==> config.mk <==
export PLATFORM = sky130hd
export DESIGN_NAME = vxlat_tlb
export DESIGN_NICKNAME = d
export VERILOG_FILES = /design/src/rtl/vxlat_pkg.sv /design/src/rtl/vxlat_cam.sv /design/src/rtl/vxlat_walk.sv /design/src/rtl/vxlat_tlb.sv
export SDC_FILE = /design/constraint.sdc
export NUM_CORES = 2
export LEC_CHECK = 0
export BUFFER_PORTS_ARGS = -buffer_cell sky130_fd_sc_hd__buf_4
export CAP_MARGIN = 20
export CORE_MARGIN = 5
export CORE_UTILIZATION = 57
export DETAILED_ROUTE_END_ITERATION = 10
export PLACE_DENSITY = 0.77
export SLEW_MARGIN = 15
export SYNTH_ARGS = -nofsm -noshare
export SYNTH_HDL_FRONTEND = slang
export SYNTH_HIERARCHICAL = 1
export SYNTH_SLANG_ARGS = --single-unit
==> constraint.sdc <==
create_clock -name clk_i -period 4.5 [get_ports clk_i]
set_input_delay 0.45 -clock clk_i [delete_from_list [all_inputs] [get_ports clk_i]]
set_output_delay 0.45 -clock clk_i [all_outputs]
set_load 0.02 [all_outputs]
==> src/rtl/vxlat_pkg.sv <==
package vxlat_pkg;

  typedef enum logic [1:0] {
    ACC_READ  = 2'd0,
    ACC_WRITE = 2'd1,
    ACC_EXEC  = 2'd2,
    ACC_RSVD  = 2'd3
  } acc_e;

  typedef struct packed {
    logic r;
    logic w;
    logic x;
  } perm_t;

  // table entry bit positions
  localparam int unsigned PTE_V = 0;
  localparam int unsigned PTE_R = 1;
  localparam int unsigned PTE_W = 2;
  localparam int unsigned PTE_X = 3;
  localparam int unsigned PTE_A = 4;
  localparam int unsigned PTE_D = 5;
  localparam int unsigned PTE_FLAG_W = 6;

  function automatic logic perm_ok(acc_e acc, perm_t p);
    case (acc)
      ACC_READ:  return p.r;
      ACC_WRITE: return p.w;
      ACC_EXEC:  return p.x;
      default:   return 1'b0;
    endcase
  endfunction

endpackage

==> src/rtl/vxlat_cam.sv <==
module vxlat_cam import vxlat_pkg::*; #(
  parameter int unsigned ENTRIES = 16,
  parameter int unsigned VPN_W   = 20,
  parameter int unsigned PFN_W   = 20,
  localparam int unsigned IDX_W  = (ENTRIES > 1) ? $clog2(ENTRIES) : 1
) (
  input  logic               clk_i,
  input  logic               rst_ni,
  input  logic               flush_i,
  input  logic [VPN_W-1:0]   lkp_vpn_i,
  output logic               hit_o,
  output logic [IDX_W-1:0]   hit_idx_o,
  output logic [PFN_W-1:0]   hit_pfn_o,
  output perm_t              hit_perm_o,
  output logic               hit_a_o,
  output logic               hit_d_o,
  output logic [ENTRIES-1:0] hit_vec_o,
  output logic [ENTRIES-1:0] valid_vec_o,
  input  logic               touch_en_i,
  input  logic [IDX_W-1:0]   touch_idx_i,
  input  logic               touch_dirty_i,
  input  logic               fill_en_i,
  input  logic [VPN_W-1:0]   fill_vpn_i,
  input  logic [PFN_W-1:0]   fill_pfn_i,
  input  perm_t              fill_perm_i,
  input  logic               fill_a_i,
  input  logic               fill_d_i
);

  logic [ENTRIES-1:0] valid_q;
  logic [VPN_W-1:0]   vpn_q  [ENTRIES];
  logic [PFN_W-1:0]   pfn_q  [ENTRIES];
  perm_t              perm_q [ENTRIES];
  logic [ENTRIES-1:0] a_q;
  logic [ENTRIES-1:0] d_q;

  logic [IDX_W-1:0]   rr_q;
  logic [IDX_W-1:0]   victim;
  logic               have_free;

  for (genvar g = 0; g < ENTRIES; g++) begin : g_match
    assign hit_vec_o[g] = valid_q[g] && (vpn_q[g] == lkp_vpn_i);
  end

  always_comb begin
    hit_idx_o = '0;
    for (int i = 0; i < ENTRIES; i++) begin
      if (hit_vec_o[i]) hit_idx_o = IDX_W'(i);
    end
  end

  assign hit_o       = |hit_vec_o;
  assign hit_pfn_o   = pfn_q[hit_idx_o];
  assign hit_perm_o  = perm_q[hit_idx_o];
  assign hit_a_o     = a_q[hit_idx_o];
  assign hit_d_o     = d_q[hit_idx_o];
  assign valid_vec_o = valid_q;

  // lowest free slot wins, otherwise the round-robin slot
  always_comb begin
    victim    = rr_q;
    have_free = 1'b0;
    for (int i = ENTRIES - 1; i >= 0; i--) begin
      if (!valid_q[i]) begin
        victim    = IDX_W'(i);
        have_free = 1'b1;
      end
    end
  end

  always_ff @(posedge clk_i or negedge rst_ni) begin
    if (!rst_ni) begin
      rr_q <= '0;
    end else if (fill_en_i && !have_free && !flush_i) begin
      rr_q <= (rr_q == IDX_W'(ENTRIES - 1)) ? '0 : rr_q + 1'b1;
    end
  end

  for (genvar g = 0; g < ENTRIES; g++) begin : g_entry
    always_ff @(posedge clk_i or negedge rst_ni) begin
      if (!rst_ni) begin
        valid_q[g] <= 1'b0;
        vpn_q[g]   <= '0;
        pfn_q[g]   <= '0;
        perm_q[g]  <= '0;
        a_q[g]     <= 1'b0;
        d_q[g]     <= 1'b0;
      end else if (flush_i) begin
        valid_q[g] <= 1'b0;
      end else if (fill_en_i && (victim == IDX_W'(g))) begin
        valid_q[g] <= 1'b1;
        vpn_q[g]   <= fill_vpn_i;
        pfn_q[g]   <= fill_pfn_i;
        perm_q[g]  <= fill_perm_i;
        a_q[g]     <= fill_a_i;
        d_q[g]     <= fill_d_i;
      end else if (touch_en_i && (touch_idx_i == IDX_W'(g))) begin
        a_q[g] <= 1'b1;
        d_q[g] <= d_q[g] | touch_dirty_i;
      end
    end
  end

endmodule

==> src/rtl/vxlat_walk.sv <==
module vxlat_walk import vxlat_pkg::*; #(
  parameter int unsigned  VPN_W     = 20,
  parameter int unsigned  L1_W      = 10,
  parameter int unsigned  PFN_W     = 20,
  parameter int unsigned  PA_W      = 32,
  parameter int unsigned  DW        = 32,
  parameter logic [31:0]  ROOT_ADDR = 32'h0001_0000,
  localparam int unsigned L2_W      = VPN_W - L1_W,
  localparam int unsigned OFF_W     = PA_W - PFN_W
) (
  input  logic             clk_i,
  input  logic             rst_ni,
  input  logic             start_i,
  input  logic [VPN_W-1:0] vpn_i,
  output logic             busy_o,
  output logic             mem_req_o,
  output logic [PA_W-1:0]  mem_addr_o,
  input  logic             mem_rvalid_i,
  input  logic [DW-1:0]    mem_rdata_i,
  output logic             done_o,
  output logic             fault_o,
  output logic [PFN_W-1:0] leaf_pfn_o,
  output perm_t            leaf_perm_o,
  output logic             leaf_a_o,
  output logic             leaf_d_o
);

  typedef enum logic [2:0] {
    W_IDLE, W_L1_REQ, W_L1_WAIT, W_L2_REQ, W_L2_WAIT
  } wstate_e;

  wstate_e           state_q;
  logic [VPN_W-1:0]  vpn_q;
  logic [PFN_W-1:0]  tbl_q;
  logic [L1_W-1:0]   l1_idx;
  logic [L2_W-1:0]   l2_idx;
  logic              rd_v;
  logic [PFN_W-1:0]  rd_frame;
  logic              unused_pte_bits;

  assign l1_idx   = vpn_q[VPN_W-1 -: L1_W];
  assign l2_idx   = vpn_q[L2_W-1:0];
  assign rd_v     = mem_rdata_i[PTE_V];
  assign rd_frame = mem_rdata_i[DW-1 -: PFN_W];
  assign unused_pte_bits = ^mem_rdata_i[DW-PFN_W-1:PTE_FLAG_W];

  assign busy_o     = (state_q != W_IDLE);
  assign mem_req_o  = (state_q == W_L1_REQ) || (state_q == W_L2_REQ);
  assign mem_addr_o = (state_q == W_L1_REQ)
                    ? PA_W'(ROOT_ADDR) + PA_W'({l1_idx, 2'b00})
                    : {tbl_q, OFF_W'(0)} + PA_W'({l2_idx, 2'b00});

  assign done_o  = mem_rvalid_i &&
                   (((state_q == W_L1_WAIT) && !rd_v) || (state_q == W_L2_WAIT));
  assign fault_o = !rd_v;

  assign leaf_pfn_o  = rd_frame;
  assign leaf_perm_o = '{r: mem_rdata_i[PTE_R], w: mem_rdata_i[PTE_W], x: mem_rdata_i[PTE_X]};
  assign leaf_a_o    = mem_rdata_i[PTE_A];
  assign leaf_d_o    = mem_rdata_i[PTE_D];

  always_ff @(posedge clk_i or negedge rst_ni) begin
    if (!rst_ni) begin
      state_q <= W_IDLE;
      vpn_q   <= '0;
      tbl_q   <= '0;
    end else begin
      case (state_q)
        W_IDLE: if (start_i) begin
          vpn_q   <= vpn_i;
          state_q <= W_L1_REQ;
        end
        W_L1_REQ: state_q <= W_L1_WAIT;
        W_L1_WAIT: if (mem_rvalid_i) begin
          if (rd_v) begin
            tbl_q   <= rd_frame;
            state_q <= W_L2_REQ;
          end else begin
            state_q <= W_IDLE;
          end
        end
        W_L2_REQ: state_q <= W_L2_WAIT;
        W_L2_WAIT: if (mem_rvalid_i) state_q <= W_IDLE;
        default: state_q <= W_IDLE;
      endcase
    end
  end

endmodule

==> src/rtl/vxlat_tlb.sv <==
module vxlat_tlb import vxlat_pkg::*; #(
  parameter int unsigned  VA_W      = 32,
  parameter int unsigned  OFF_W     = 12,
  parameter int unsigned  L1_W      = 10,
  parameter int unsigned  PFN_W     = 20,
  parameter int unsigned  ENTRIES   = 16,
  parameter int unsigned  PTE_DW    = 32,
  parameter logic [31:0]  ROOT_ADDR = 32'h0001_0000,
  localparam int unsigned VPN_W     = VA_W - OFF_W,
  localparam int unsigned PA_W      = PFN_W + OFF_W,
  localparam int unsigned IDX_W     = (ENTRIES > 1) ? $clog2(ENTRIES) : 1
) (
  input  logic              clk_i,
  input  logic              rst_ni,
  input  logic              flush_i,
  input  logic              req_valid_i,
  output logic              req_ready_o,
  input  logic [VA_W-1:0]   req_vaddr_i,
  input  logic [1:0]        req_acc_i,
  output logic              rsp_valid_o,
  output logic [PA_W-1:0]   rsp_paddr_o,
  output logic              rsp_hit_o,
  output logic              rsp_page_fault_o,
  output logic              rsp_prot_fault_o,
  output logic              rsp_accessed_o,
  output logic              rsp_dirty_o,
  output logic              mem_req_o,
  output logic [PA_W-1:0]   mem_addr_o,
  input  logic              mem_rvalid_i,
  input  logic [PTE_DW-1:0] mem_rdata_i
);

  logic               accept;
  acc_e               acc_in;
  acc_e               acc_q;
  logic [OFF_W-1:0]   off_q;
  logic [VPN_W-1:0]   lkp_vpn;

  logic               lkp_hit;
  logic [IDX_W-1:0]   hit_idx;
  logic [PFN_W-1:0]   hit_pfn;
  perm_t              hit_perm;
  logic               hit_a, hit_d, hit_ok;
  logic [ENTRIES-1:0] hit_vec, valid_vec;

  logic               walk_busy, walk_done, walk_fault;
  logic [PFN_W-1:0]   leaf_pfn;
  perm_t              leaf_perm;
  logic               leaf_a, leaf_d, leaf_ok;
  logic               fill_en, fill_a, fill_d;

  assign req_ready_o = !walk_busy && !flush_i;
  assign accept      = req_valid_i && req_ready_o;
  assign acc_in      = acc_e'(req_acc_i);
  assign lkp_vpn     = req_vaddr_i[VA_W-1:OFF_W];
  assign hit_ok      = perm_ok(acc_in, hit_perm);
  assign leaf_ok     = perm_ok(acc_q, leaf_perm);
  assign fill_en     = walk_done && !walk_fault;
  assign fill_a      = leaf_a | leaf_ok;
  assign fill_d      = leaf_d | (leaf_ok && (acc_q == ACC_WRITE));

  vxlat_cam #(
    .ENTRIES (ENTRIES),
    .VPN_W   (VPN_W),
    .PFN_W   (PFN_W)
  ) u_cam (
    .clk_i         (clk_i),
    .rst_ni        (rst_ni),
    .flush_i       (flush_i),
    .lkp_vpn_i     (lkp_vpn),
    .hit_o         (lkp_hit),
    .hit_idx_o     (hit_idx),
    .hit_pfn_o     (hit_pfn),
    .hit_perm_o    (hit_perm),
    .hit_a_o       (hit_a),
    .hit_d_o       (hit_d),
    .hit_vec_o     (hit_vec),
    .valid_vec_o   (valid_vec),
    .touch_en_i    (accept && lkp_hit && hit_ok),
    .touch_idx_i   (hit_idx),
    .touch_dirty_i (acc_in == ACC_WRITE),
    .fill_en_i     (fill_en),
    .fill_vpn_i    (lkp_vpn_walk),
    .fill_pfn_i    (leaf_pfn),
    .fill_perm_i   (leaf_perm),
    .fill_a_i      (fill_a),
    .fill_d_i      (fill_d)
  );

  vxlat_walk #(
    .VPN_W     (VPN_W),
    .L1_W      (L1_W),
    .PFN_W     (PFN_W),
    .PA_W      (PA_W),
    .DW        (PTE_DW),
    .ROOT_ADDR (ROOT_ADDR)
  ) u_walk (
    .clk_i        (clk_i),
    .rst_ni       (rst_ni),
    .start_i      (accept && !lkp_hit),
    .vpn_i        (lkp_vpn),
    .busy_o       (walk_busy),
    .mem_req_o    (mem_req_o),
    .mem_addr_o   (mem_addr_o),
    .mem_rvalid_i (mem_rvalid_i),
    .mem_rdata_i  (mem_rdata_i),
    .done_o       (walk_done),
    .fault_o      (walk_fault),
    .leaf_pfn_o   (leaf_pfn),
    .leaf_perm_o  (leaf_perm),
    .leaf_a_o     (leaf_a),
    .leaf_d_o     (leaf_d)
  );

  // page number of the request being walked
  logic [VPN_W-1:0] lkp_vpn_walk;

  always_ff @(posedge clk_i or negedge rst_ni) begin
    if (!rst_ni) begin
      acc_q        <= ACC_READ;
      off_q        <= '0;
      lkp_vpn_walk <= '0;
    end else if (accept) begin
      acc_q        <= acc_in;
      off_q        <= req_vaddr_i[OFF_W-1:0];
      lkp_vpn_walk <= lkp_vpn;
    end
  end

  always_ff @(posedge clk_i or negedge rst_ni) begin
    if (!rst_ni) begin
      rsp_valid_o      <= 1'b0;
      rsp_paddr_o      <= '0;
      rsp_hit_o        <= 1'b0;
      rsp_page_fault_o <= 1'b0;
      rsp_prot_fault_o <= 1'b0;
      rsp_accessed_o   <= 1'b0;
      rsp_dirty_o      <= 1'b0;
    end else begin
      rsp_valid_o <= 1'b0;
      if (accept && lkp_hit) begin
        rsp_valid_o      <= 1'b1;
        rsp_hit_o        <= 1'b1;
        rsp_page_fault_o <= 1'b0;
        rsp_prot_fault_o <= !hit_ok;
        rsp_paddr_o      <= hit_ok ? {hit_pfn, req_vaddr_i[OFF_W-1:0]} : '0;
        rsp_accessed_o   <= hit_a | hit_ok;
        rsp_dirty_o      <= hit_d | (hit_ok && (acc_in == ACC_WRITE));
      end else if (walk_done) begin
        rsp_valid_o <= 1'b1;
        rsp_hit_o   <= 1'b0;
        if (walk_fault) begin
          rsp_page_fault_o <= 1'b1;
          rsp_prot_fault_o <= 1'b0;
          rsp_paddr_o      <= '0;
          rsp_accessed_o   <= 1'b0;
          rsp_dirty_o      <= 1'b0;
        end else begin
          rsp_page_fault_o <= 1'b0;
          rsp_prot_fault_o <= !leaf_ok;
          rsp_paddr_o      <= leaf_ok ? {leaf_pfn, off_q} : '0;
          rsp_accessed_o   <= fill_a;
          rsp_dirty_o      <= fill_d;
        end
      end
    end
  end

endmodule

# --- Word-level counts from Yosys, hierarchy flattened ---
# Index checks and enable logic that the tools add are counted.
totals:
  ff_bits: 855
  in_bits: 71
  out_inout_bits: 72
  wordCells: 554
op_classes:
  add_sub_neg: 3
  n_lt_le_gt_ge: 2
  n_eq_ne: 58
  n_mux: 183
  bitwise_logic: 22
  reduce_logical: 144
ops:
  columns: ["op", "count"]
  rows:
  - ["== test 20 bit", 16]
  - ["2-to-1 mux 32 bit", 6]
  - ["2-to-1 mux 1 bit", 131]
  - ["2-to-1 mux 4 bit", 31]
  - ["binary-select mux 20 bit (select 4 bit)", 1]
  - ["== test 4 bit, second input constant", 17]
  - ["AND reduction 2 bit", 33]
  - ["nonzero test 2 bit", 33]
  - ["logical AND 1 bit", 60]
  - ["2-to-1 mux 20 bit", 2]
  - ["adder 32 x 12 -> 32 bit", 1]
  - ["== test 4 x 3 -> 1 bit, second input constant", 8]
  - ["bitwise OR 1 bit", 20]
  - ["adder 17 x 12 -> 18 bit, first input constant", 1]
  - ["== test 4 x 2 -> 1 bit, second input constant", 4]
  - ["OR reduction 16 bit", 1]
  - ["2-to-1 mux 3 bit", 5]
  - ["one-hot mux 3 bit (5 select lines)", 1]
  - ["binary-select mux 3 bit (select 4 bit)", 1]
  - ["binary-select mux 1 bit (select 4 bit)", 2]
  - ["== test 4 x 1 -> 1 bit, second input constant", 2]
  - ["logical NOT 4 bit", 2]
  - ["logical NOT 1 bit", 7]
  - ["== test 3 x 2 -> 1 bit, second input constant", 2]
  - ["other kinds (18)", 25]

# --- Depth between registers and ports, before layout ---
depth:
  depth_word: 26
  ltp_mapped: 24
  depth_no_buf: 20

# --- Cells and area by module ---
# Netlist, hierarchy kept.
by_module_without_submodules:
  columns: ["module", "instances", "cells_per_inst", "area_each_um2", "seq_area_each_um2"]
  rows:
  - ["vxlat_cam", 1, 2984, 36673.9, 18517.8]
  - ["vxlat_tlb", 1, 290, 3204.3, 1801.7]
  - ["vxlat_walk", 1, 170, 2230.9, 1076.0]

# --- Least setup slack after synthesis ---
# OpenSTA, ideal clock, no wires.
synth_path:
  kind: "input -> register"
  start: "input port req_vaddr_i[21]"
  end: "register u_cam.a_q[4]"
  setup_time_ns: 0.119
  arrival_time_ns: 4.823
  t_required_ns: 4.381
  path_slack_ns: -0.442
  cell_stages: 20
  path_buffers: 3
  path_cell_list: "buf_2 -> xor2_1 -> or4b_1 -> or4_1 -> a211oi_1 -> o311a_2 -> nor4bb_1 -> buf_4 -> nor2_8 -> buf_4 -> a221oi_1 -> a311o_1 -> o21ai_1 -> mux2i_1 -> o21ai_2 -> and2_1 -> or3b_2 -> nand2b_1 -> a211o_1 -> o21a_1"
synth_lines:
  columns: ["item", "line_no", "text"]
  rows:
  - ["start: declaration", "vxlat_tlb.sv:18", "input logic [VA_W-1:0] req_vaddr_i,"]
  - ["end signal: indexed assignment", "vxlat_cam.sv:95", "a_q[g] <= fill_a_i;"]
  - ["end: declaration", "vxlat_cam.sv:34", "logic [ENTRIES-1:0] a_q;"]

==> out/summary.json <==
{
  "status": {
    "status": "finished with violations",
    "failed_checks": "negative setup slack"
  },
  "sta": {
    "final.period_utilization_pct": 103,
    "max_slew.worst_pin.slew_ps": 1210,
    "finalClockSkew_ps": 27.6,
    "max_clock_freq_ghz": 0.215,
    "final_period_minus_worst_setup_slack_ps": 4650,
    "grt_setup_unrepaired": "true",
    "endpoints_failing_hold": 0,
    "report.final.slew_viol_count": 0,
    "timing.final.ws_setup_ps": -147,
    "slew_headroom_pct": 19.1,
    "setup_viol": 15,
    "setup_tns_ps": -833
  },
  "die": {
    "initial_core_util_pct": 57.6,
    "core-area_mm2": 0.0731,
    "fp.dieH_um": 282,
    "top_level_ports": 143,
    "chipWidth_um": 282,
    "fp-row-count": 99,
    "die_area_mm2": 0.0794
  },
  "power": {
    "leakagePower_nw": 24.4,
    "total_power_mw": 20.8,
    "ir_worst_vdd_uv": 301,
    "p_per_area_mw_per_mm2": 417
  },
  "routing": {
    "routed-via-count": 31700,
    "routedWlPerCell_um": 27.6,
    "drc": 0,
    "route.final.wire_length_um": 133000,
    "drt-vias-per-instance": 6.61,
    "dr.pass1.iters": 5,
    "route.antenna.remaining_nets": 0,
    "drt_iter0_markers": 3314
  },
  "worst_setup_path": {
    "timing_worst_setup_path_type": "register to register",
    "crit_path_end_kind": "register",
    "critical_path.slowest_cell": "sky130_fd_sc_hd__or4b_4",
    "category_of_cells_accounting_for_the_largest_share_of_critical_path_delay": "simple AND/OR/NAND/NOR gates",
    "required_ps": 5020,
    "timing.critical_path.slowest_cell_delay_ps": 520,
    "crit_path_cell_trace": "xor2_2 > or4b_4 > or4_4 > a211oi_4 > o311a_4 > buf_6 > o311ai_4 > buf_4 > mux2i_1 > a22oi_1 > a21o_1 > mux2i_2 > o21ai_4 > and2_4 > or3b_4 > nand2b_4 > a211o_1 > o21a_1",
    "data_arrival_at_the_endpoint_of_the_critical_path_ps": 5170,
    "cp.buffers_inverters": 2,
    "timing.critical_path.fanout_max": 7,
    "timing.critical_path.from_type": "register"
  },
  "clock_tree": {
    "clk-insertion-delay-late_ps": 640,
    "number_of_buffers_inserted_during_clock_tree_synthesis": 86,
    "clock-sinks": 855,
    "clockBufferDepth": 3,
    "cts_tree": "built",
    "htree_levels": 3,
    "root_buffer": "sky130_fd_sc_hd__clkbuf_16",
    "cts.clk_slew.worst_paths_ps": 60
  },
  "final_layout": {
    "commonest_non_fill_non_tap_cells_in_the_layout": "sky130_fd_sc_hd__dfrtp_1 (854), sky130_fd_sc_hd__mux2_2 (741), sky130_fd_sc_hd__buf_4 (496)",
    "leading_cell_type_in_the_layout_fill_and_taps_excluded": "sky130_fd_sc_hd__dfrtp_1",
    "layout.core_utilization_pct": 68.3,
    "num-nets-final": 3843,
    "finalInstanceArea_mm2": 0.0499,
    "post_route_cells_drive_above_1_share_pct": 41.0,
    "area_growth_syn_to_layout_pct": 18.6
  },
  "synthesis": {
    "mean_post_synth_cell_area_um2": 12.2,
    "syn_inst": 3440,
    "yosys_warnings": 6,
    "synthesis.area_mm2": 0.0421
  },
  "hold_path": {
    "holdCritPathClass": "input pin to register"
  },
  "place": {
    "port-buffer-count": 134,
    "postPlaceCellArea_mm2": 0.0464,
    "place_hpwl_um": 84600,
    "finalWeightedCongestion": 0.981
  },
  "grt": {
    "gr-total-overflow": 0,
    "grt_start_max_net_pins": 105,
    "total_routing_usage_gr_pct": 32.8,
    "grt_first_pass_wirelength_um": 199000,
    "first_global_vias": 32200,
    "grt_antenna_before_repair": 6
  },
  "run": {
    "drv_cap": 0
  }
}
## metal layers
metal	global-route usage, %	wire length, µm
met5	0	34
met4	12.7	5550
met3	8.73	14200
met2	50.1	59200
met1	45.4	53600
## sequential cells by signal, summed over array words and instances (netlist names)
name               count
u_walk/tbl_q          20
rsp_prot_fault_o       1
acc_q                  2
rsp_accessed_o         1
rsp_page_fault_o       1
u_cam/d_q             16
u_walk/vpn_q          20
u_cam/vpn_q          320
rsp_hit_o              1
u_cam/rr_q             4
u_cam/pfn_q          320
rsp_valid_o            1
u_cam/a_q             16
u_cam/perm_q          48
off_q                 12
rsp_dirty_o            1
u_walk/state_q         3
u_cam/valid_vec_o     16
lkp_vpn_walk          20
rsp_paddr_o           32
## repair_timing
item,CTS,global route
setup endpoints to repair,65,65
gates cloned,0,1
endpoints found under the hold margin,81,0
gates resized for setup,33,56
pin swaps,12,28
hold buffers,1,0
buffers inserted,4,9
## final timing paths
kind | from | slack, ps | cells past startpoint | endpoint
worst max-delay path | u_cam/vpn_q[283]$_DFFE_PN0P_ | -150 | 18 | u_cam/a_q[4]$_DFFE_PN0P_
worst min-delay path | mem_rvalid_i | 50 | 2 | u_walk/state_q[2]$_DFFE_PN0P_
worst max register to register | u_cam/vpn_q[283]$_DFFE_PN0P_ | -150 | 18 | u_cam/a_q[4]$_DFFE_PN0P_
worst min register to register | off_q[6]$_DFFE_PN0P_ | 490 | 1 | off_q[6]$_DFFE_PN0P_
max in group asynchronous | rst_ni | 2890 | 3 | u_cam/vpn_q[259]$_DFFE_PN0P_
min in group asynchronous | rst_ni | 490 | 2 | u_cam/vpn_q[86]$_DFFE_PN0P_
## per-stage QoR
stage | hold WS [ps] | worst slack (ps) | cells
finish | 48.3 | -147 | 4801
global route | 38.7 | -306 | 4798
CTS | 15.5 | -191 | 4788
detailed placement | 478 | -859 | 4628
global placement | 468 | -818 | 4627
floorplan | 154 | -17.7 | 3441
## final cells by class
type                       count  area (µm²)
fill                        5040       23200
sequential                   855       21400
multi-input combinational   2257       19800
timing repair buffer         532        4380
clock buffer                 128        2590
tap                          959        1200
clock inverter                28         344
inverter                      39         148
antenna                        3        7.51
## power by group
part	leakage (nW)	internal (mW)	switching [mW]
clock	1.46	4.39	3.03
sequential	11.6	8.37	1.23
combinational	11.3	1.72	2.06
total	24.4	14.5	6.32
(Power assumes the default switching activity.)
